$ cat src/rtl/hbg_pkg.sv
package hbg_pkg;
  localparam int SYNC_STAGES = 2;
  typedef struct packed {
    logic lo;
    logic hi;
  } leg_req_t;
endpackage

$ cat src/rtl/hbg_sync.sv
module hbg_sync #(
  parameter int W = 1
) (
  input  logic         clk,
  input  logic         rst_n,
  input  logic [W-1:0] d_i,
  output logic [W-1:0] q_o
);
  logic [W-1:0] meta_q;
  always_ff @(posedge clk or negedge rst_n) begin
    if (!rst_n) begin
      meta_q <= '0;
      q_o    <= '0;
    end else begin
      meta_q <= d_i;
      q_o    <= meta_q;
    end
  end
endmodule

$ cat src/rtl/hbg_gate_timer.sv
module hbg_gate_timer #(
  parameter int DT_W = 8
) (
  input  logic            clk,
  input  logic            rst_n,
  input  logic            req_i,
  input  logic            peer_on_i,
  input  logic [DT_W-1:0] dead_i,
  output logic            on_o
);
  logic [DT_W-1:0] wait_q;
  always_ff @(posedge clk or negedge rst_n) begin
    if (!rst_n) begin
      on_o   <= 1'b0;
      wait_q <= '0;
    end else if (!req_i) begin
      // turn-off is immediate and the count restarts
      on_o   <= 1'b0;
      wait_q <= '0;
    end else if (!on_o) begin
      if (peer_on_i) begin
        wait_q <= '0;
      end else if (wait_q >= dead_i) begin
        on_o <= 1'b1;
      end else begin
        wait_q <= wait_q + 1'b1;
      end
    end
  end
endmodule

$ cat src/rtl/hbg_release.sv
module hbg_release #(
  parameter int REFRESH_CYC = 32
) (
  input  logic clk,
  input  logic rst_n,
  input  logic kill_i,
  output logic hi_ok_o
);
  localparam int CW = $clog2(REFRESH_CYC + 1);
  localparam logic [CW-1:0] LIMIT = CW'(REFRESH_CYC);
  logic [CW-1:0] cnt_q;
  always_ff @(posedge clk or negedge rst_n) begin
    if (!rst_n)              cnt_q <= '0;
    else if (kill_i)         cnt_q <= '0;
    else if (cnt_q != LIMIT) cnt_q <= cnt_q + 1'b1;
  end
  assign hi_ok_o = (cnt_q == LIMIT);
endmodule

$ cat src/rtl/hbg_leg.sv
module hbg_leg
  import hbg_pkg::*;
#(
  parameter int DT_W = 8
) (
  input  logic            clk,
  input  logic            rst_n,
  input  logic            s_lo_i,
  input  logic            s_hi_i,
  input  logic            s_uvh_i,
  input  logic            kill_i,
  input  logic            hi_ok_i,
  input  logic [DT_W-1:0] dead_i,
  output logic            gate_lo_o,
  output logic            gate_hi_o
);
  leg_req_t req;
  always_comb begin
    req.lo = s_lo_i & ~kill_i;
    req.hi = s_hi_i & ~s_lo_i & ~kill_i & ~s_uvh_i & hi_ok_i;
  end

  hbg_gate_timer #(.DT_W(DT_W)) u_lo (
    .clk(clk), .rst_n(rst_n), .req_i(req.lo), .peer_on_i(gate_hi_o),
    .dead_i(dead_i), .on_o(gate_lo_o)
  );
  hbg_gate_timer #(.DT_W(DT_W)) u_hi (
    .clk(clk), .rst_n(rst_n), .req_i(req.hi), .peer_on_i(gate_lo_o),
    .dead_i(dead_i), .on_o(gate_hi_o)
  );
endmodule

$ cat src/rtl/hbridge_gate_ctl.sv
module hbridge_gate_ctl #(
  parameter int LEGS        = 2,
  parameter int DT_W        = 8,
  parameter int REFRESH_CYC = 32
) (
  input  logic            clk,
  input  logic            rst_n,
  input  logic            dis_i,
  input  logic            uv_supply_i,
  input  logic [LEGS-1:0] uv_hi_i,
  input  logic [LEGS-1:0] cmd_lo_i,
  input  logic [LEGS-1:0] cmd_hi_i,
  input  logic [DT_W-1:0] dead_cyc_i,
  output logic [LEGS-1:0] gate_lo_o,
  output logic [LEGS-1:0] gate_hi_o
);
  localparam int SW = 3 * LEGS + 2;

  logic [SW-1:0] raw, synced;
  logic [LEGS-1:0] s_lo, s_hi, s_uvh;
  logic s_dis, s_uv, kill, hi_ok;

  assign raw = {dis_i, uv_supply_i, uv_hi_i, cmd_hi_i, cmd_lo_i};

  hbg_sync #(.W(SW)) u_sync (
    .clk(clk), .rst_n(rst_n), .d_i(raw), .q_o(synced)
  );

  assign {s_dis, s_uv, s_uvh, s_hi, s_lo} = synced;
  assign kill = s_dis | s_uv;

  hbg_release #(.REFRESH_CYC(REFRESH_CYC)) u_rel (
    .clk(clk), .rst_n(rst_n), .kill_i(kill), .hi_ok_o(hi_ok)
  );

  for (genvar g = 0; g < LEGS; g++) begin : g_leg
    hbg_leg #(.DT_W(DT_W)) u_leg (
      .clk(clk), .rst_n(rst_n),
      .s_lo_i(s_lo[g]), .s_hi_i(s_hi[g]), .s_uvh_i(s_uvh[g]),
      .kill_i(kill), .hi_ok_i(hi_ok), .dead_i(dead_cyc_i),
      .gate_lo_o(gate_lo_o[g]), .gate_hi_o(gate_hi_o[g])
    );
  end
endmodule

$ cat config.mk
export PLATFORM = sky130hd
export DESIGN_NAME = hbridge_gate_ctl
export DESIGN_NICKNAME = d
export VERILOG_FILES = /design/src/rtl/hbg_pkg.sv /design/src/rtl/hbg_sync.sv /design/src/rtl/hbg_gate_timer.sv /design/src/rtl/hbg_release.sv /design/src/rtl/hbg_leg.sv /design/src/rtl/hbridge_gate_ctl.sv
export SDC_FILE = /design/constraint.sdc
export NUM_CORES = 1
export LEC_CHECK = 0
export BUFFER_PORTS_ARGS = -buffer_cell sky130_fd_sc_hd__buf_2
export CAP_MARGIN = 20
export CORE_MARGIN = 3
export CORE_UTILIZATION = 55
export DETAILED_ROUTE_END_ITERATION = 6
export PLACE_DENSITY_LB_ADDON = 0.25
export REMOVE_ABC_BUFFERS = 1
export SETUP_SLACK_MARGIN = 0.3
export SKIP_CTS_REPAIR_TIMING = 1
export SLEW_MARGIN = 5
export SYNTH_ARGS = -nofsm -noshare
export SYNTH_HDL_FRONTEND = slang
export SYNTH_SLANG_ARGS = --single-unit
$ cat constraint.sdc
create_clock -name clk -period 2.4 [get_ports clk]
set_clock_uncertainty 0.2 [all_clocks]
set_input_delay 0.48 -clock clk [delete_from_list [all_inputs] [get_ports clk]]
set_output_delay 0.48 -clock clk [all_outputs]
set_load 0.01 [all_outputs]
==> key figures, run 1 <==
Pwr
  – Clk pwr share: between 40 and 50%
  – Seq pwr share: between 40% and 50%
  – Internal: around 0.0017 W
  – Sw Pwr: roughly 0.00047 W
  – Pwr per Cell Area: 473 nW/um2
  – Combinational power share: 8.1%
  – Leak: between 2 and 2.5 nW
  – Switching part of the total: 21.6%
  – Worst IR Drop VDD: between 0.0003 and 0.0004 V

Placed design
  – Gpl congestion: about 0.9
  – DP HPWL: ~5.6 mm
  – Dpl ws: -379 ps
  – Post-Place Cells: 481
  – Port bufs: 21

Route
  – Vias: about 3.1k
  – Drt drc: 0
  – WL/cell: between 15 and 20 um
  – WL final: between 8 and 9 mm
  – Initial DRT Pass Iterations: 5
  – Post-DRT Antenna Nets: 0
  – Initial DRC count: 169
  – Via density: approximately 6.1

Floorplan
  – Die area: 7210 um2
  – Die Wd: 84.9 um
  – # rows: 28
  – # IOs: 22
  – Core ar.: roughly 6000 um2
  – Initial Util: a little under three fifths
  – Die span in y: around 85 um

Synth
  – Register area share after synthesis: 42.4%
  – Synthesized instance count: about 340
  – #FFs+latches synth: 58
  – Asr flop ratio synth: between 90% and 100%
  – Area of the mapped netlist: around 3400 um2
  – Synth unique cells: between 60 and 70
  – Number of synthesized flops with an enable pin: 0
  – Syn avg cell area: roughly 10 um2
  – Ys flop type: dfrtp_1
  – Synth top area cells: dfrtp_1, ha_1, o21ai_0
  – Synth warn: 0
  – Top-area cell type share of the netlist area: 42.4%
  – Leading area contributor after synthesis: dfrtp_1

Min path
  – Hold WC Path Type: in2reg

Timing
  – Worst Slack Setup Final: approximately 43 ps
  – Worst Tran Pin Value: about 450 ps
  – Tmin final: between 2000 and 2500 ps
  – Setup TNS Final: 0 ps
  – WHS: roughly 49 ps
  – # setup viols final: 0
  – Period utilization: 98.2%
  – Slew margin rel.: between 70% and 80%
  – Max Fclk: 424 MHz
  – Pins Over Slew Limit: 0
  – RSZ-0062 raised after global routing: yes
  – Fin. Hold Viols: 0

Critical path
  – Worst Path Max Fanout: 2
  – Worst setup path category: reg2reg
  – Worst endpoint required time: between 2000 and 2500 ps
  – Worst setup EP type: flip-flop
  – CP Launch Type: flip-flop
  – Worst path arrival time: roughly 2400 ps

GRT
  – First-pass GRT wire length: around 13 mm
  – Antenna violations before repair: 0
  – Grt ovf: 0
  – Largest net degree at the start of global routing: 43
  – Gr usage total: 22.3%
  – Vias in the first global route: 2,798

CTS
  – Root buffer cell: clkbuf_8
  – Worst-path clk slew: 60 ps
  – Total number of H-tree levels: 3
  – TritonCTS clock tree: built
  – Worst skew pair latency: around 340 ps
  – # clock sinks: 58
  – TritonCTS buffer count: 9
  – Max Buffers Root-to-Sink: 2

Job
  – Max Cap Viol: 0

Status
  – Status: finished, final reports clean

Layout
  – Fin cells: a little over 500
  – Most frequent cells in the layout: dfrtp_1, buf_4, ha_1
  – Antenna Cells: 0
  – Commonest non-fill, non-tap cell in the layout: dfrtp_1
  – Area Overhead vs Synth: 35.2%
  – Fin nets: ~500
  – Ratio of cells with drive above 1 in the final layout: 34.1%
[power groups by stage]
stage	clock, W	sequential (W)	combinational (W)
finish	0.00101	0.00100	0.000177
global route	0.00107	0.00100	0.000195
CTS	0.00102	0.00100	0.000138
detailed placement	0	0.00102	0.000137
global placement	0	0.00102	0.000132
floorplan	0	0.00102	0.0000576
[cell usage after synthesis (3+ instances only)]
cell	count
nand2b_1	3
nor2_1	17
and2_1	4
a41oi_1	4
ha_1	38
and3_1	10
o311ai_0	3
xnor2_1	3
nor3_1	3
dfrtp_1	58
clkbuf_1	5
nand3_1	18
a21oi_1	10
a21o_1	4
or4_1	4
buf_4	5
nand4_1	11
inv_1	25
a2111oi_0	3
xor2_1	3
nand2_1	23
or3_1	4
o21ai_0	27
o21a_1	3
o211ai_1	8
[area by class of cell]
| class | count | area (um2) |
|---|---|---|
| multi-input combinational | 250 | 2130 |
| clock buffer | 13 | 159 |
| inverter | 25 | 96.3 |
| clock inverter | 2 | 60.1 |
| sequential | 58 | 1450 |
| fill | 387 | 1360 |
| timing repair buffer | 86 | 638 |
| tap | 75 | 93.8 |
[metrics by stage]
step	util, %	total power [W]	area, um2
global route	77.3	0.00227	4630
global placement	66.1	0.00115	3960
finish	77.3	0.00219	4630
detailed placement	66.1	0.00116	3960
floorplan	-	0.00108	3350
CTS	69.8	0.00216	4180
[final timing paths]
kind / startpoint / endpoint / slack (ps) / cells after the start
setup / recovery: g_leg[0].u_leg.u_hi.wait_q[5] / g_leg[0].u_leg.u_hi.wait_q[6] / 40 / 7
hold / removal: cmd_lo_i[1] / u_sync.meta_q[1] / 50 / 1
setup reg to reg: g_leg[0].u_leg.u_hi.wait_q[5] / g_leg[0].u_leg.u_hi.wait_q[6] / 40 / 7
max in group asynchronous: rst_n / u_sync.q_o[5] / 1020 / 3
hold reg to reg: u_sync.meta_q[1] / u_sync.q_o[1] / 150 / 0
min in group asynchronous: rst_n / g_leg[0].u_leg.u_lo.wait_q[7] / 410 / 2
[cells by family after synthesis]
| group | Yosys count | synth area share, % |
|---|---|---|
| AOI/OAI and AO/OA | 84 | 16.8 |
| xor gates and xnor gates | 6 | 1.53 |
| adders and majority gates | 38 | 13.9 |
| buffers and inverters | 37 | 4.86 |
| DFF | 58 | 42.4 |
| muxes | 3 | 0.913 |
| and+or+nand+nor | 118 | 19.6 |
[critical path, stage by stage (launching register included)]
cell	delay, ps
dfrtp_1	400
ha_1	300
and4_1	240
a2111oi_4	170
o31a_1	250
nand3_2	100
or4_1	520
nand3_1	90
[flip-flops by register name (all words and copies together) (netlist names)]
register,count
u_sync.q_o,8
g_leg.u_leg.u_hi.wait_q,16
g_leg.u_leg.u_lo.on_o,2
u_rel.cnt_q,6
g_leg.u_leg.u_lo.wait_q,16
u_sync.meta_q,8
g_leg.u_leg.u_hi.on_o,2
[routing by layer]
layer | vias to the layer above | global-route usage, % | wire length, um
li1 | 1450 | - | -
met1 | 1487 | 30.6 | 3620
met2 | 132 | 35.2 | 4240
met3 | 24 | 3.88 | 480
met4 | 0 | 8.92 | 221
met5 | - | 0 | 0
Power figures use the tool's default switching activity.
==> run 2: changes to the inputs <==
- ABC_AREA: unset -> 1
- CORE_UTILIZATION: 55 -> 28
- SETUP_SLACK_MARGIN: 0.3 -> unset
==> run 2 against run 1 <==
  * Critical endpoint is now g_leg[1].u_leg.u_hi.wait_q[4]
  * Wire length shrank 6.6%
  * Sequential power barely moved
  * Synthesized cell count increased by 35%
  * Hold slack improved by 9.9 ps
  * Die area up 100%
  * Final cell count up 32%
  * Core utilization fell by 43 points
  * Fmax up 11%
  * Register-to-register slack better by 240 ps
  * Sequential cell count unchanged
  * Power grew 17%
  * Clock power grew 43%
==> key figures, run 2 <==
Critical path
  – Slowest cell delay on critical path: 400 ps (was 520 ps)
  – Worst path arrival time: 2140 ps (was 2420 ps)
  – Worst Path Max Fanout: 9 (was 2)
  – Worst setup EP type: flip-flop (unchanged)
  – Crit-path cells: inv_1 > ha_1 > nand2_1 > inv_1 > nand3_2 > nor2_2 > nand3_1 > buf_4 > nand3_2 > nand2_1 > nand2_1 > inv_1 (was ha_1 > and4_1 > a2111oi_4 > o31a_1 > nand3_2 > or4_1 > nand3_1)
  – Worst setup path category: reg2reg (unchanged)
  – Worst endpoint required time: 2420 ps (was 2470 ps)
  – Slowest CP cell: dfrtp_1 (was or4_1)
  – CP Launch Type: flip-flop (unchanged)

Route
  – Via density: 4.39 (was 6.08)
  – WL/cell: 11.9 um (was 16.8 um)
  – Drt drc: 0 (unchanged)
  – Post-DRT Antenna Nets: 0 (unchanged)
  – WL final: 8.00 mm (was 8.56 mm)
  – Vias: 2,939 (was 3,093)
  – Initial DRC count: 86 (was 169)
  – Initial DRT Pass Iterations: 4 (was 5)

CTS
  – TritonCTS clock tree: built (unchanged)
  – # clock sinks: 58 (unchanged)
  – Total number of H-tree levels: 3 (unchanged)
  – Max Buffers Root-to-Sink: 2 (unchanged)
  – Worst skew pair latency: 320 ps (was 340 ps)
  – Root buffer cell: clkbuf_16 (was clkbuf_8)
  – Worst-path clk slew: 50 ps (was 60 ps)
  – TritonCTS buffer count: 9 (unchanged)

Layout
  – Biggest regs: g_leg.u_leg.u_hi.wait_q (16), g_leg.u_leg.u_lo.wait_q (16) (unchanged)
  – Footprint of the multi-input gates: 1930 um2 (was 2130 um2)
  – Antenna Cells: 0 (unchanged)
  – Commonest non-fill, non-tap cell in the layout: nand2_1 (was dfrtp_1)
  – Most frequent cells in the layout: nand2_1, inv_1, dfrtp_1 (was dfrtp_1, buf_4, ha_1)
  – Filler cells: 1,344 (was 387)
  – Finished Cell Area: 4310 um2 (was 4630 um2)
  – Seq. cell area: 1450 um2 (unchanged)
  – Fin nets: 549 (was 486)
  – Area Overhead vs Synth: 18.0% (was 35.2%)
  – Ratio of cells with drive above 1 in the final layout: 13.5% (was 34.1%)
  – Fin cells: 670 (was 509)

Floorplan
  – Initial Util: 28.8% (was 57.2%)
  – Die span in y: 120 um (was 84.9 um)
  – # IOs: 22 (unchanged)
  – Die area: 14,500 um2 (was 7210 um2)
  – Die Wd: 120 um (was 84.9 um)
  – # rows: 41 (was 28)
  – Core ar.: 12,700 um2 (was 5990 um2)

Timing
  – Setup TNS Final: 0 ps (unchanged)
  – # setup viols final: 0 (unchanged)
  – Fin. Hold Viols: 0 (unchanged)
  – Max Fclk: 472 MHz (was 424 MHz)
  – RSZ-0062 raised after global routing: no (was yes)
  – Worst Tran Pin Value: 436 ps (was 445 ps)
  – WHS: 59.1 ps (was 49.1 ps)
  – Pins Over Slew Limit: 0 (unchanged)
  – Slew margin rel.: 70.7% (was 70.2%)
  – Period utilization: 88.3% (was 98.2%)
  – Tmin final: 2120 ps (was 2360 ps)

Synth
  – Ys flop type: dfrtp_1 (unchanged)
  – Synth warn: 0 (unchanged)
  – Number of synthesized flops with an enable pin: 0 (unchanged)
  – Leading area contributor after synthesis: dfrtp_1 (unchanged)
  – Top cells by count, synth: nand2_1, dfrtp_1, inv_1 (was dfrtp_1, ha_1, o21ai_0)
  – Asr flop ratio synth: 100% (unchanged)
  – Count leader, synth: nand2_1 (was dfrtp_1)
  – Syn avg cell area: 7.89 um2 (was 9.96 um2)
  – Synth unique cells: 32 (was 61)
  – Synthesized instance count: 463 (was 344)
  – Register area share after synthesis: 39.7% (was 42.4%)
  – #FFs+latches synth: 58 (unchanged)
  – Area of the mapped netlist: 3650 um2 (was 3420 um2)
  – Top-area cell type share of the netlist area: 39.7% (was 42.4%)
  – Synth top area cells: dfrtp_1, nand2_1, ha_1 (was dfrtp_1, ha_1, o21ai_0)

Status
  – Status: finished, final reports clean (unchanged)

Pwr
  – Combinational power share: 4.6% (was 8.1%)
  – Leak: 2.30 nW (was 2.21 nW)
  – Clk pwr share: 56.2% (was 46.1%)
  – Seq pwr share: 39.3% (was 45.8%)
  – Internal: 0.00203 W (was 0.00172 W)
  – Pwr per Cell Area: 593 nW/um2 (was 473 nW/um2)
  – Switching part of the total: 20.8% (was 21.6%)
  – Worst IR Drop VDD: 0.000382 V (about the same)
  – Sw Pwr: 0.000531 W (was 0.000473 W)

GRT
  – Largest net degree at the start of global routing: 59 (was 43)
  – Gr usage total: 12.0% (was 22.3%)
  – Antenna violations before repair: 0 (unchanged)
  – Grt ovf: 0 (unchanged)
  – Vias in the first global route: 2,967 (was 2,798)
  – M1 GR Usage: 15.9% (was 30.6%)
  – First-pass GRT wire length: 14.0 mm (was 12.9 mm)
  – Grt peak-use layer: met2 (unchanged)
  – Met2 Use GR: 19.5% (was 35.2%)
  – Global-route met3 utilization: 2.48% (was 3.88%)

Job
  – Max Cap Viol: 0 (unchanged)

Placed design
  – Post-Place Cells: 653 (was 481)
  – DP HPWL: 5.95 mm (was 5.58 mm)
  – Area post-placement: 3960 um2 (unchanged)
  – Port bufs: 21 (unchanged)
  – Gpl congestion: 0.843 (was 0.879)

Min path
  – Hold WC Path Type: in2reg (unchanged)
-- run 2: cell count changes after synthesis, sizes merged, moves of 6 or more --
cell    change
and3       -10
nand3      +26
inv        +36
and2        -6
nor2       +32
xor2        +7
nor3        +6
o21ai      -17
o211ai      -7
nand2     +121
-- run 2: path summary, 6_finish.rpt --
kind	start	to	slack (ps)	cells after the start
min reg2reg	u_sync.meta_q[6]	u_sync.q_o[6]	150	0
max	u_rel.cnt_q[0]	g_leg[1].u_leg.u_hi.wait_q[4]	280	12
min	cmd_lo_i[1]	u_sync.meta_q[1]	60	1
max reg2reg	u_rel.cnt_q[0]	g_leg[1].u_leg.u_hi.wait_q[4]	280	12
min in group asynchronous	rst_n	g_leg[0].u_leg.u_lo.wait_q[2]	470	3
max in group asynchronous	rst_n	g_leg[0].u_leg.u_hi.on_o	1240	3
-- run 2: cell families (layout without fill, tap and decap cells) --
logic type      count (synthesis)  after routing  share of synthesized area (%)
xor+xnor                       12             12                           2.88
flops                          58             58                           39.7
compound gates                 26             26                           3.94
buf+inv                        67            102                           7.54
simple gates                  262            262                           32.9
fa+ha+maj                      38             38                           13.0
-- run 2: worst max-delay path: cells and delay by family (launching register included) --
kind,cells,cell delay (ps)
buf+inv,4,440
fa+ha+maj,1,140
simple gates,7,820
flops,1,400
-- run 2: stage by stage --
step                      utilization [%]  setup slack, ps  power (W)
final                                34.0              280    0.00256
after detailed placement             31.3              118    0.00114
after floorplan                         -              441    0.00108
after global routing                 34.0             78.0    0.00265
after global placement               31.3              111    0.00114
after CTS                            33.9              270    0.00259
-- run 2: per-layer routing --
metal,vias up,wire [um]
met1,1339,4120
met5,-,0
met4,0,124
met3,11,239
li1,1544,-
met2,45,3510
-- run 2: area by class of cell --
cell class,instances,area share [%]
Multi-Input combinational cell,338,44.7
Sequential cell,58,33.7
Clock buffer,12,6.18
Inverter,61,5.31
Tap cell,172,4.99
Timing Repair Buffer,25,3.48
Clock inverter,4,1.68
-- run 2: power groups by stage --
stage	clock, W	sequential, W	combinational, W
final	0.00144	0.00100	0.000117
after global routing	0.00151	0.00101	0.000138
after floorplan	0	0.00102	0.0000602
after global placement	0	0.00102	0.000116
after detailed placement	0	0.00102	0.000120
after CTS	0.00147	0.00100	0.000120
==> run 3: changes to the inputs <==
- clock period: 2.4 -> 2.71 ns (I/O delays scaled with it)
==> run 3 against run 2 <==
  * Count of clock-buffer cells in the layout shrank 3
  * Critical endpoint is now g_leg[0].u_leg.u_lo.wait_q[0]
  * Non-clock buffer count did not move
  * Final cell count unchanged
  * Wire length grew 0.39%
  * Highest routed layer unchanged
==> key figures, run 3 (synthesis results as in run 2) <==
Layout
  – Ratio of cells with drive above 1 in the final layout: 13.5% (unchanged)
  – Area Overhead vs Synth: 17.1% (was 18.0%)
  – Biggest regs: g_leg.u_leg.u_hi.wait_q (16), g_leg.u_leg.u_lo.wait_q (16) (unchanged)
  – Commonest non-fill, non-tap cell in the layout: nand2_1 (unchanged)
  – Antenna Cells: 0 (unchanged)
  – Fin nets: 549 (unchanged)
  – Filler cells: 1,351 (was 1,344)
  – Most frequent cells in the layout: nand2_1, inv_1, dfrtp_1 (unchanged)

Pwr
  – Leak: 2.28 nW (was 2.30 nW)
  – Pwr per Cell Area: 503 nW/um2 (was 593 nW/um2)
  – Worst IR Drop VDD: 0.000376 V (was 0.000382 V)

Floorplan
  – Die Wd: 120 um (unchanged)
  – Initial Util: 28.8% (unchanged)
  – Core ar.: 12,700 um2 (unchanged)
  – Die area: 14,500 um2 (unchanged)
  – # IOs: 22 (unchanged)
  – # rows: 41 (unchanged)
  – Die span in y: 120 um (unchanged)

Critical path
  – Worst setup path category: reg2reg (unchanged)
  – FF-to-FF Start: g_leg[0].u_leg.u_lo.wait_q[3] (was u_rel.cnt_q[0])
  – Worst path arrival time: 2090 ps (was 2140 ps)
  – R2R cell count: 9 (was 12)
  – Worst Path Max Fanout: 9 (unchanged)
  – R2R Setup Slk: 640 ps (was 280 ps)
  – Reg2Reg Capture Point: g_leg[0].u_leg.u_lo.wait_q[0] (was g_leg[1].u_leg.u_hi.wait_q[4])
  – CP Launch Type: flip-flop (unchanged)
  – Worst setup EP type: flip-flop (unchanged)
  – Worst endpoint required time: 2730 ps (was 2420 ps)

Timing
  – Slew margin rel.: 70.6% (was 70.7%)
  – # setup viols final: 0 (unchanged)
  – Pins Over Slew Limit: 0 (unchanged)
  – Worst Tran Pin Value: 438 ps (was 436 ps)
  – WHS: 114 ps (was 59.1 ps)
  – Period utilization: 76.4% (was 88.3%)
  – RSZ-0062 raised after global routing: no (unchanged)
  – Max Fclk: 483 MHz (was 472 MHz)
  – Tmin final: 2070 ps (was 2120 ps)
  – Setup TNS Final: 0 ps (unchanged)
  – Fin. Hold Viols: 0 (unchanged)

Route
  – Initial DRC count: 79 (was 86)
  – Vias: 2,934 (was 2,939)
  – Initial DRT Pass Iterations: 4 (unchanged)
  – Drt drc: 0 (unchanged)
  – DR top layer: met4 (unchanged)
  – Via density: 4.38 (was 4.39)
  – Post-DRT Antenna Nets: 0 (unchanged)
  – Wire length on met3: 291 um (was 239 um)
  – Metal2 WL: 3.63 mm (was 3.51 mm)
  – Metal1 wirelength: 3.96 mm (was 4.12 mm)
  – WL final: 8.03 mm (was 8.00 mm)
  – WL/cell: 12.0 um (was 11.9 um)

CTS
  – Worst skew pair latency: 330 ps (was 320 ps)
  – # clock sinks: 58 (unchanged)
  – Max Buffers Root-to-Sink: 2 (unchanged)
  – TritonCTS clock tree: built (unchanged)
  – Worst-path clk slew: 60 ps (was 50 ps)
  – Total number of H-tree levels: 3 (unchanged)
  – Root buffer cell: clkbuf_16 (unchanged)
  – TritonCTS buffer count: 9 (unchanged)

Job
  – Max Cap Viol: 0 (unchanged)

Status
  – Status: finished, final reports clean (unchanged)

GRT
  – Gr usage total: 12.5% (was 12.0%)
  – Grt ovf: 0 (unchanged)
  – First-pass GRT wire length: 14.2 mm (was 14.0 mm)
  – Vias in the first global route: 2,956 (was 2,967)
  – Largest net degree at the start of global routing: 29 (was 59)
  – Antenna violations before repair: 0 (unchanged)

Min path
  – Worst Hold End: u_sync.meta_q[0] (was u_sync.meta_q[1])
  – Hold path cells: 1 (unchanged)
  – Min-delay src: cmd_lo_i[0] (was cmd_lo_i[1])
  – Hold WC Path Type: in2reg (unchanged)

Placed design
  – Port bufs: 21 (unchanged)
  – Gpl congestion: 0.825 (was 0.843)
  – DP HPWL: 6.07 mm (was 5.95 mm)
## run 3: power by group
| group | leakage [nW] | switching, W | internal (W) |
|---|---|---|---|
| Combinational | 1.37 | 0.0000684 | 0.0000365 |
| Sequential | 0.771 | 0.00000808 | 0.000881 |
| Clock | 0.138 | 0.000438 | 0.000717 |
## run 3: critical path, stage by stage, from the launching register on
cell     delay [ps]
dfrtp_1         480
ha_1            360
a21oi_1         160
nand2_1          60
o21ai_0         160
nand2_1          90
nand2_2         150
nand2_2         150
nand2_1          90
nand2_1          50
## run 3: area by class of cell
class                      instances  area (um2)  area share [%]
clock buffer                       9         225            5.27
sequential                        58        1450            33.9
inverter                          61         229            5.36
multi-input combinational        338        1930            45.0
tap                              172         215            5.03
clock inverter                     7        78.8            1.84
timing repair buffer              25         150            3.51
## run 3: how the worst max path moves through the flow
stage	startpoint	end	slack, ps	cells past startpoint
after global placement	dead_cyc_i[1]	g_leg[1].u_leg.u_lo.wait_q[6]	370	13
final	g_leg[0].u_leg.u_lo.wait_q[3]	g_leg[0].u_leg.u_lo.wait_q[0]	640	9
after floorplan	dead_cyc_i[3]	g_leg[0].u_leg.u_lo.wait_q[3]	720	10
after CTS	g_leg[0].u_leg.u_lo.wait_q[3]	g_leg[0].u_leg.u_lo.wait_q[4]	640	9
after detailed placement	dead_cyc_i[3]	g_leg[1].u_leg.u_lo.wait_q[6]	320	11
after global routing	g_leg[0].u_leg.u_lo.wait_q[3]	g_leg[0].u_leg.u_lo.wait_q[6]	330	9
## run 3: per-stage QoR
step           setup slack [ps]  total power [W]  util (%)  area, um2  instances
2_1_floorplan               720         0.000956         -       3610        457
3_3_place_gp                368          0.00101      31.3       3960        653
3_5_place_dp                317          0.00101      31.3       3960        653
4_1_cts                     639          0.00219      33.7       4270        669
5_1_grt                     333          0.00225      33.7       4280        670
6_report                    638          0.00215      33.7       4280        670
## run 3: layer usage
metal  global-route usage [%]  vias to the layer above
met3                     3.32                       11
met2                     19.4                       42
li1                         -                     1545
met5                        0                        -
met4                     4.60                        0
met1                     16.7                     1336
